### src/rtl/vtab_pkg.sv
package vtab_pkg;
  localparam int unsigned ROWS    = 8;
  localparam int unsigned START_W = $clog2(ROWS);
  localparam int unsigned SPAN_W  = 2;
  localparam int unsigned CFG_W   = START_W + SPAN_W;
  localparam int unsigned CSR_W   = 32;

  typedef struct packed {
    logic [SPAN_W-1:0]  span;
    logic [START_W-1:0] start;
  } cfg_t;

  localparam cfg_t CFG_OFF = '1;
endpackage

### src/rtl/vtab_cfg_reg.sv
module vtab_cfg_reg
  import vtab_pkg::*;
#(
  parameter int unsigned DATA_W = CSR_W
) (
  input  logic              clk_i,
  input  logic              rst_ni,
  input  logic              wr_en_i,
  input  logic [DATA_W-1:0] wr_data_i,
  output cfg_t              cfg_o,
  output logic [DATA_W-1:0] rd_data_o
);
  cfg_t cfg_q;

  always_ff @(posedge clk_i or negedge rst_ni) begin
    if (!rst_ni)      cfg_q <= CFG_OFF;
    else if (wr_en_i) cfg_q <= cfg_t'(wr_data_i[CFG_W-1:0]);
  end

  assign cfg_o     = cfg_q;
  assign rd_data_o = {{(DATA_W-CFG_W){1'b0}}, cfg_q};


  wr_load_chk: assert property (@(posedge clk_i) disable iff (!rst_ni)
    wr_en_i |=> cfg_q == $past(wr_data_i[CFG_W-1:0]));

  wr_hold_chk: assert property (@(posedge clk_i) disable iff (!rst_ni)
    !wr_en_i |=> $stable(cfg_q));

  rd_upper_zero_chk: assert property (@(posedge clk_i) disable iff (!rst_ni)
    rd_data_o[DATA_W-1:CFG_W] == '0);
endmodule

### src/rtl/vtab_row_window.sv
module vtab_row_window
  import vtab_pkg::*;
(
  input  logic            clk_i,
  input  logic            rst_ni,
  input  cfg_t            cfg_i,
  output logic [ROWS-1:0] mask_o,
  output logic            off_o
);
  localparam int unsigned END_W = START_W + 2;

  logic [END_W-1:0] span_rows;
  logic [END_W-1:0] win_end;

  assign off_o     = (cfg_i == CFG_OFF);
  assign span_rows = END_W'(1) << cfg_i.span;
  assign win_end   = END_W'(cfg_i.start) + span_rows;

  for (genvar r = 0; r < ROWS; r++) begin : g_row
    // rows past ROWS-1 never match: clipping is implicit
    assign mask_o[r] = !off_o
                     && (END_W'(r) >= END_W'(cfg_i.start))
                     && (END_W'(r) <  win_end);
  end


  off_mask_zero_chk: assert property (@(posedge clk_i) disable iff (!rst_ni)
    off_o |-> mask_o == '0);

  start_row_set_chk: assert property (@(posedge clk_i) disable iff (!rst_ni)
    !off_o |-> mask_o[cfg_i.start]);

  count_bound_chk: assert property (@(posedge clk_i) disable iff (!rst_ni)
    !off_o |-> $countones(mask_o) <= (1 << cfg_i.span));
endmodule

### src/rtl/vtab_win_ctrl.sv
module vtab_win_ctrl
  import vtab_pkg::*;
(
  input  logic             clk_i,
  input  logic             rst_ni,
  input  logic             wr_en_i,
  input  logic [CSR_W-1:0] wr_data_i,
  output logic [CSR_W-1:0] rd_data_o,
  output logic [ROWS-1:0]  reg_row_en_o,
  output logic [ROWS-1:0]  pred_row_en_o,
  output logic             ext_off_o
);
  cfg_t            cfg;
  logic [ROWS-1:0] win_mask;

  vtab_cfg_reg #(.DATA_W(CSR_W)) u_cfg (
    .clk_i     (clk_i),
    .rst_ni    (rst_ni),
    .wr_en_i   (wr_en_i),
    .wr_data_i (wr_data_i),
    .cfg_o     (cfg),
    .rd_data_o (rd_data_o)
  );

  vtab_row_window u_win (
    .clk_i  (clk_i),
    .rst_ni (rst_ni),
    .cfg_i  (cfg),
    .mask_o (win_mask),
    .off_o  (ext_off_o)
  );

  assign reg_row_en_o  = win_mask;
  assign pred_row_en_o = win_mask;


  tables_match_chk: assert property (@(posedge clk_i) disable iff (!rst_ni)
    reg_row_en_o == pred_row_en_o);

  off_readback_chk: assert property (@(posedge clk_i) disable iff (!rst_ni)
    ext_off_o |-> rd_data_o == 32'h1F);
endmodule

### config.mk
export PLATFORM = sky130hd
export DESIGN_NAME = vtab_win_ctrl
export DESIGN_NICKNAME = d
export VERILOG_FILES = /design/src/rtl/vtab_pkg.sv /design/src/rtl/vtab_cfg_reg.sv /design/src/rtl/vtab_row_window.sv /design/src/rtl/vtab_win_ctrl.sv
export SDC_FILE = /design/constraint.sdc
export NUM_CORES = 1
export LEC_CHECK = 0
export BUFFER_PORTS_ARGS = -buffer_cell sky130_fd_sc_hd__buf_2
export CAP_MARGIN = 20
export CORE_MARGIN = 8
export CORE_UTILIZATION = 36
export DETAILED_ROUTE_END_ITERATION = 8
export PLACE_DENSITY = 0.81
export SLEW_MARGIN = 25
export SYNTH_ARGS = -nofsm -noshare
export SYNTH_HDL_FRONTEND = slang
export SYNTH_SLANG_ARGS = --single-unit
### constraint.sdc
create_clock -name clk_i -period 3.7 [get_ports clk_i]
set_input_delay 0.185 -clock clk_i [delete_from_list [all_inputs] [get_ports clk_i]]
set_output_delay 0.185 -clock clk_i [all_outputs]
set_load 0.005 [all_outputs]
## Word level (Yosys, flattened, before mapping)

Index checks and enable logic that the tools add are counted.

| word-level totals | value |
|---|---|
| bits in registers | 5 |
| input bits | 35 |
| output and inout port bits | 49 |
| word-level logic and storage cells | 36 |

| cells by class | value |
|---|---|
| add/subtract/negate cells | 1 |
| magnitude comparators | 15 |
| eq/ne operators | 1 |
| shifts and indexed selects | 1 |
| reduce and logical (&&, ||, !) cells | 16 |

Operators with widths:

| cell | number |
|---|---|
| $lt A3 B5 Y1 const A | 4 |
| $logic_and A1 B1 Y1 | 15 |
| $lt A1 B5 Y1 const A | 2 |
| $lt A2 B5 Y1 const A | 2 |
| $ge A3 B3 Y1 const A | 3 |
| $ge A1 B3 Y1 const A | 2 |
| $ge A2 B3 Y1 const A | 2 |
| $add A3 B5 Y5 | 1 |
| $eq A5 B5 Y1 const B | 1 |
| $shl A1 B2 Y5 const A | 1 |
| $logic_not A1 Y1 | 1 |

## Longest topological paths before layout

Gate-level depths: netlist (run 1).

| logic depth | value |
|---|---|
| depth in word-level cells | 4 |
| gate-level depth with buffers | 7 |
| gate-level depth less buffers | 6 |

## Cells and area by module

Synthesis (run 1) repeated with hierarchy kept, for this count alone.

| unflattened totals | value |
|---|---|
| cell total of the unflattened synthesis | 87 |
| area, all modules | 767.0 µm² |

Modules (own cells, without submodules):

| module | times used | cells each | area each (µm²) | seq. area each (µm²) |
|---|---|---|---|---|
| vtab_cfg_reg | 1 | 43 | 431.7 | 131.4 |
| vtab_row_window | 1 | 36 | 275.3 | 0.0 |
| vtab_win_ctrl | 1 | 8 | 60.1 | 0.0 |

## Worst setup path after synthesis (run 1)

OpenSTA, ideal clock, no wires.

| path | value |
|---|---|
| path type | register to output |
| start | register u_cfg.cfg_q, in the netlist u_cfg.cfg_o[3] |
| end | output reg_row_en_o[2] |
| data arrival time | 2028 ps |
| slack | 1487 ps |
| stages on the path, launching flop included | 7 |
| path buffers | 1 |
| cells stage by stage | dfstp_2 nor2_1 ha_1 fa_1 a21oi_1 a221oi_1 buf_4 |

| on the way | value |
|---|---|
| longest elaborated chain between the ends | 4 |
| elaborated cells on any way between the ends | 7 |

RTL lines:

| element | RTL line | text |
|---|---|---|
| start, declared | vtab_cfg_reg.sv:13 | `cfg_t cfg_q;` |
| start signal, assigned | vtab_cfg_reg.sv:17 | `else if (wr_en_i) cfg_q <= cfg_t'(wr_data_i[CFG_W-1:0]);` |
| $shl A1 B2 Y5 / $eq A5 B5 Y1 (equally long branches) | vtab_row_window.sv:16, vtab_row_window.sv:15 |  |
| $add A3 B5 Y5 / $logic_not A1 Y1 (equally long branches) | vtab_row_window.sv:17, vtab_row_window.sv:21 |  |
| $lt A2 B5 Y1 / $logic_and A1 B1 Y1 (equally long branches) | vtab_row_window.sv:23, vtab_row_window.sv:22 |  |
| $logic_and A1 B1 Y1 (*) | vtab_row_window.sv:23 | `&& (END_W'(r) < win_end);` |
| end, declared | vtab_win_ctrl.sv:9 | `output logic [ROWS-1:0] reg_row_en_o,` |

Mark *: on every way between the ends. The rest lies on a longest branch, timed or not.

## Worst setup path after layout (run 1)

| path | value |
|---|---|
| start | register u_cfg.cfg_q, in the netlist u_cfg.cfg_o[4] |
| end | output reg_row_en_o[0] |

| on the way | value |
|---|---|
| longest elaborated chain between the ends | 4 |
| elaborated cells on any way between the ends | 7 |

RTL lines:

| element | RTL line |
|---|---|
| $shl A1 B2 Y5 / $eq A5 B5 Y1 (equally long branches) | vtab_row_window.sv:16, vtab_row_window.sv:15 |
| $add A3 B5 Y5 / $logic_not A1 Y1 (equally long branches) | vtab_row_window.sv:17, vtab_row_window.sv:21 |
| $lt A1 B5 Y1 / $logic_and A1 B1 Y1 (equally long branches) | vtab_row_window.sv:23, vtab_row_window.sv:22 |
| $logic_and A1 B1 Y1 (*) | vtab_row_window.sv:23 |

Marked as above.

==> results of run 1 <==
[synth_stat cells, drive strengths merged (2+ instances only)]
library cell  instances  area [um2]
nand3                 2       10.01
a31oi                 3       25.02
o21ai                 2       13.76
mux2                  5       56.30
a21oi                 3       15.01
dfstp                 5       131.4
buf                  35       262.8
nor2                  3       11.26
a21o                  2       16.27
a22oi                 2       15.01
nand2                 2       7.510
ha                    3       37.54
[power breakdown]
group / switching, mW / internal (mW)
registers: 0.0158 / 0.0653
clock network: 0.0201 / 0.0406
logic: 0.0817 / 0.0737
total: 0.118 / 0.180
[layer usage]
layer | track usage (%) | vias up | wire length, um
li1 | - | 279 | -
met4 | 3.896 | 0 | 0
met2 | 13.15 | 45 | 703
met1 | 9.327 | 253 | 644
met3 | 1.461 | 0 | 311
met5 | 0 | - | 0
[path summary, 6_finish.rpt]
kind                                startpoint         endpoint  depth (start not counted)
worst max-delay path            u_cfg.cfg_o[4]  reg_row_en_o[0]                          6
worst min-delay path              wr_data_i[3]   u_cfg.cfg_o[3]                          2
worst max register to register  u_cfg.cfg_o[1]   u_cfg.cfg_o[1]                          1
worst min register to register  u_cfg.cfg_o[3]   u_cfg.cfg_o[3]                          1
max in group asynchronous               rst_ni   u_cfg.cfg_o[4]                          2
min in group asynchronous               rst_ni   u_cfg.cfg_o[2]                          2
[repair_timing]
item                                   CTS  global route
endpoints found under the hold margin    5             0
buffers inserted                         0             0
setup endpoints to repair                0             0
hold buffers                             1             0
[cell type report]
type                            count  area (um2)
Multi-Input combinational cell     67       445.4
Tap cell                           27       33.78
Timing Repair Buffer               30       155.1
Inverter                            1       3.754
Sequential cell                     5       131.4
Fill cell                         208        1166
Clock buffer                        4       26.28
[cells by family after synthesis]
| kind of cell | Yosys count |
|---|---|
| AO/OA/AOI/OAI | 18 |
| XOR/XNOR | 1 |
| adder cells (fa/ha/maj) | 4 |
| buffers and inverters | 37 |
| flip-flops | 5 |
| multiplexers | 5 |
| other | 1 |
| AND/OR/NAND/NOR | 12 |
==> results.md, run 1 <==
- Status: finished, final reports clean
- Worst setup SP type: register
- Simple-Gate Fraction of Synth Area: 9.167%
- # diodes: 0
- Antenna Nets Post-Route: 0
- Clock Sinks: 5
- DRT iter0 DRCs: 5
- Area post-placement: 759.5 um2
- Io pins: 84
- Vias per cell: 4.306
- Final WS setup: 1164 ps
- Setup Slack @ Placement: 1407 ps
- Mean Syn Cell Area: 9.045 um2
- Worst Path Arrival: 2350 ps
- Crit end category: primary output
- Ys async rst share: 100.0%
- Post-synthesis share of cell area spent on xor and xnor gates: 1.167%
- Post-Synthesis Cell Area: 750.7 um2
- Critical Path Max Stage Delay: 610 ps
- Worst-path fanout max: 9
- Core area: 1962 um2
- Final net count: 147
- Pin count of the biggest net entering global routing: 11
- CP required: 3510 ps
- Gate Count Post-Synth: 83
- CTS resizes: 0
- Die width: 61.67 um
- Final hold violation count: 0
- Sequential-to-total area share from yosys stat: 17.50%
- Top_reg_cell synth: dfstp_2
- Total Power: 297.2 uW
- CP bufs+invs: 1
- Adder and majority gate portion of the synthesized area: 7.667%
- Delay-heaviest family, CP: adder cells
- First-pass GRT wire length: 2332 um
- CTS tree: built
- Layout cells sized above 1: 44.86%
- Htree depth: 1
- Pre-Repair DR Iteration Count: 2
- Minimum clock period: 2536 ps
- MaxCap Viol Count: 0
- Initial core utilization: 38.27%
- Post-route setup TNS: 0 ps
- Most frequent cells in the layout: buf_2, conb_1, mux2_2, dfstp_2
- # port buffers: 29
- DR DRC count: 0
- Root Buffer: clkbuf_4
- Total global-route track usage: 7.874%
- CP Cell Sequence: nor2_1, ha_1, fa_1, nor3_2, a2111oi_4, buf_2
- Setup Crit Path Kind: reg2out
- Row cnt: 16
- Yosys cell types: 31
- Synth Area in Compound Gates: 20.33%
- WL per Instance: 12.39 um
- Post-synth EDFFs: 0
- Die Ht: 61.67 um
- Max reg flops: 5
- Yosys warning total: 0
- Gpl congestion: 0.7975
- Final Skew: 0 ps
- WHS: 184.6 ps
- CTS Buffer Depth: 2
- Unrepaired setup endpoints after global routing: false
- Number of synthesized register bits: 5
- PwrDens: 373.5 nW/um2
- Commonest non-fill, non-tap cell in the layout: buf_2
- Peak Freq: 0.3944 GHz
- Util after Layout: 40.56%
- Remaining global-route overflow: 0
- Flop-to-flop setup slack: 2800 ps
- Endpoints failing setup: 0
- Die area: 3803 um2
- Main combinational cell family by area after synthesis: buffers and inverters
- Dpl cells: 129
- Final Non-Filler Cells: 134
- Post-route clock period utilization: 68.53%
- DR vias: 577
- Synth-to-layout area growth: 6.000%
- Multiplexer share of the synthesized area: 7.500%
- Slew Limit Fails: 0
- Slowest cell on the critical path: dfstp_2
- Via count of the first global-routing pass: 561
- CTS buffer count: 3
- Final WL: 1660 um
- Worst skew pair latency: 240 ps
- Leakage Power: 0.4246 nW
- Maximum VDD drop: 0.0002209 V
- Post-DP HPWL: 1419 um
- Hold WC Path Type: in2reg
- Initial antenna violation count: 0
- Design Area, Final: 795.8 um2
- Reg clk slew, reported paths: 40 ps
(Power assumes the default switching activity.)
==> run 2, diff against run 1 <==
--- a/config.mk
+++ b/config.mk
@@ -5,12 +5,13 @@
 export SDC_FILE = /design/constraint.sdc
 export NUM_CORES = 1
 export LEC_CHECK = 0
+export ABC_AREA = 1
 export BUFFER_PORTS_ARGS = -buffer_cell sky130_fd_sc_hd__buf_2
 export CAP_MARGIN = 20
 export CORE_MARGIN = 8
-export CORE_UTILIZATION = 36
+export CORE_UTILIZATION = 30
 export DETAILED_ROUTE_END_ITERATION = 8
-export PLACE_DENSITY = 0.81
+export PLACE_DENSITY = 0.72
 export SLEW_MARGIN = 25
 export SYNTH_ARGS = -nofsm -noshare
 export SYNTH_HDL_FRONTEND = slang
==> constraint.sdc (replaced) <==
create_clock -name clk_i -period 2.3 [get_ports clk_i]
set_input_delay 0.115 -clock clk_i [delete_from_list [all_inputs] [get_ports clk_i]]
set_output_delay 0.115 -clock clk_i [all_outputs]
set_load 0.005 [all_outputs]
==> run 2 against run 1 <==
Cell area grew 1.4%. Hold slack lost 98 ps. Count of clock-buffer cells in the layout is the same. Final cell count grew 19%. Global-route usage shrank 0.87 points. Synthesized area shrank 4.2%. Critical path type unchanged.
==> results.md, run 2 <==
- Worst skew pair latency: 240 ps (about the same)
- CTS buffer count: 3 (unchanged)
- Final Non-Filler Cells: 160 (+19%)
- Unrepaired setup endpoints after global routing: true
- Most instantiated cells after synthesis: buf_4, nand2_1, inv_1
- Register area: 131.4 um2 (unchanged)
- Grt met1 use: 7.241% (-2.1 points)
- Crit end category: primary output
- Ys async rst share: 100.0% (unchanged)
- Initial core utilization: 32.21% (-6.1 points)
- Final WS setup: 109.9 ps (-1054 ps)
- Worst Reg-to-Reg Cells: 2 (+1)
- DR vias: 590 (+2.3%)
- Pre-Repair DR Iteration Count: 2 (unchanged)
- Yosys warning total: 0 (unchanged)
- Dpl cells: 154 (+19%)
- Hold Path End: u_cfg.cfg_o[4]
- Layout cells sized above 1: 35.61% (-9.3 points)
- WL per Instance: 9.913 um (-20%)
- Yosys cell types: 17 (-45%)
- Hold path depth: 3 (+1)
- R2r startpoint: u_cfg.cfg_o[1]
- Row cnt: 17 (+1)
- Post-Synthesis Cell Area: 719.4 um2 (-4.2%)
- Commonest non-fill, non-tap cell in the layout: buf_2
- Clock Sinks: 5 (unchanged)
- Total global-route track usage: 7.003% (-0.87 points)
- Via count of the first global-routing pass: 558 (-0.53%)
- Post-route clock period utilization: 95.22%
- DRT iter0 DRCs: 10 (+5)
- Antenna Nets Post-Route: 0 (unchanged)
- CP required: 2180 ps (-1330 ps)
- Final Skew: 0 ps (unchanged)
- Number of synthesized register bits: 5 (unchanged)
- Slew Limit Fails: 0 (unchanged)
- Most common cell in the netlist: buf_4
- DR DRC count: 0 (unchanged)
- Setup Crit Path Kind: reg2out
- Final hold violation count: 0 (unchanged)
- Gate Count Post-Synth: 107 (+29%)
- Busiest grt layer: met2
- Post-route setup TNS: 0 ps (unchanged)
- First-pass GRT wire length: 2415 um (+3.6%)
- Vias per cell: 3.688 (-14%)
- CTS Buffer Depth: 2 (unchanged)
- MaxCap Viol Count: 0 (unchanged)
- Util after Layout: 36.13% (-4.4 points)
- PwrDens: 568.3 nW/um2 (+52%)
- Maximum VDD drop: 0.0002825 V (+28%)
- Core area: 2233 um2 (+14%)
- Max reg flops: 5 (unchanged)
- CTS tree: built
- Leading area contributor after synthesis: buf_4
- Most frequent cells in the layout: buf_2, conb_1, nand2_1, inv_1, nor2_1
- Io pins: 84 (unchanged)
- Gpl congestion: 0.7776 (-2.5%)
- Met2 usage: 11.18% (-2.0 points)
- Hold path startpoint: wr_data_i[4]
- Synth-to-layout area growth: 12.17%
- Share of the synthesized area in the top cell type: 36.52% (+1.5 points)
- Worst setup SP type: register
- Initial antenna violation count: 0 (unchanged)
- Endpoints failing setup: 0 (unchanged)
- Remaining global-route overflow: 0 (unchanged)
- Met3 usage: 3.608% (+2.1 points)
- Pin count of the biggest net entering global routing: 11 (unchanged)
- Status: finished, final reports clean
- Die area: 4221 um2 (+11%)
- Worst Path Arrival: 2080 ps (-270 ps)
- Worst-path fanout max: 8 (-1)
- Root Buffer: clkbuf_4
- Filler Cells Inserted: 258 (+24%)
- Top_reg_cell synth: dfstp_2
- Flop-to-flop setup slack: 1410 ps (-1390 ps)
- Hold WC Path Type: in2reg
- Leakage Power: 0.4946 nW (+16%)
- Final WL: 1586 um (-4.5%)
- # diodes: 0 (unchanged)
- Die width: 64.97 um (+5.4%)
- RR Endpoint: u_cfg.cfg_o[1]
- Die Ht: 64.97 um (+5.4%)
- Mean Syn Cell Area: 6.724 um2 (-26%)
- Minimum clock period: 2190 ps
- Peak Freq: 0.4566 GHz
- Reg clk slew, reported paths: 40 ps (about the same)
- Htree depth: 1 (unchanged)
- Multi-input gate area: 402.9 um2 (-9.6%)
- # port buffers: 29 (unchanged)
- Post-DP HPWL: 1418 um (-0.13%)
- Sequential-to-total area share from yosys stat: 18.26% (+0.76 points)
- Post-synth EDFFs: 0 (unchanged)
- Top cells by area, synth: buf_4, dfstp_2, nand2_1
- Final net count: 172 (+17%)
- Setup Slack @ Placement: 276.0 ps (-1131 ps)
[run 2: cell types whose count changed after synthesis, moves of 2 or more]
cell	change
o21ai_0	+4
nor2_1	+7
nand2_1	+18
a22oi_1	-2
inv_1	+12
o21ai_1	+2
mux2_2	-5
nand3_1	+2
a31oi_1	-2
[run 2: cell type report]
cell class	count	share of cell area, %
multi-input cells	79	49.92
repair buffers	31	20.16
flip-flops and latches	5	16.28
inverters	13	6.047
well taps	28	4.341
clock buffers	4	3.256
[run 2: kinds of logic (layout without fill, tap and decap cells)]
logic type      Yosys count  count (layout)  share of synthesized area, %
buf+inv                  49              48                         43.83
simple gates             36              36                         20.18
compound gates           11              11                         7.999
flops                     5               5                         18.26
fa+ha+maj                 4               4                         8.001
other cells               1              27                        0.5212
xor+xnor                  1               1                         1.218
[run 2: worst max-delay path: stages, from the launching register on]
cell and delay [ps]:
dfstp_2 560, nor2_2 40, ha_2 170, fa_2 370, nand2_1 80, nand2_1 50, nor2_1 80, nand2_1 90
nand2_4 120, nand3_2 60, nand2_1 70, inv_1 40, buf_2 120
[run 2: per-layer routing]
metal | vias to the layer above | wire length, um
met3 | 2 | 205
met1 | 240 | 627
met4 | 0 | 14
met5 | - | 0
li1 | 313 | -
met2 | 35 | 738
[run 2: worst max path at each step]
| stage | slack, ps | cells past startpoint | end | startpoint |
|---|---|---|---|---|
| final | 110 | 12 | reg_row_en_o[2] | u_cfg.cfg_o[4] |
| after CTS | 10 | 12 | pred_row_en_o[0] | u_cfg.cfg_o[3] |
| after global placement | 290 | 12 | reg_row_en_o[0] | u_cfg.cfg_o[3] |
| after detailed placement | 280 | 12 | pred_row_en_o[0] | u_cfg.cfg_o[3] |
| after global routing | -20 | 12 | reg_row_en_o[4] | u_cfg.cfg_o[4] |
| after floorplan | 350 | 9 | reg_row_en_o[4] | u_cfg.cfg_o[3] |
[run 2: where the power goes]
group	internal [mW]	switching [mW]	leakage, nW	total, mW
logic	0.105	0.140	0.427	0.245
clock network	0.0654	0.0337	0.0150	0.0991
registers	0.103	0.0115	0.0525	0.114
[run 2: stage by stage]
step	power, mW	instance area, um2	hold WS (ps)
global route	0.5074	807.0	90.10
CTS	0.4473	767.0	77.26
floorplan	0.3186	817.0	-32.84
global placement	0.3384	730.7	118.2
finish	0.4587	807.0	86.34
detailed placement	0.3417	730.7	120.9
[run 2: what timing repair did]
action / CTS / global route
setup endpoints to repair: 0 / 14
hold buffers: 1 / 0
resized for setup: 0 / 9
setup buffers: 0 / 1
hold endpoints to repair: 5 / 0
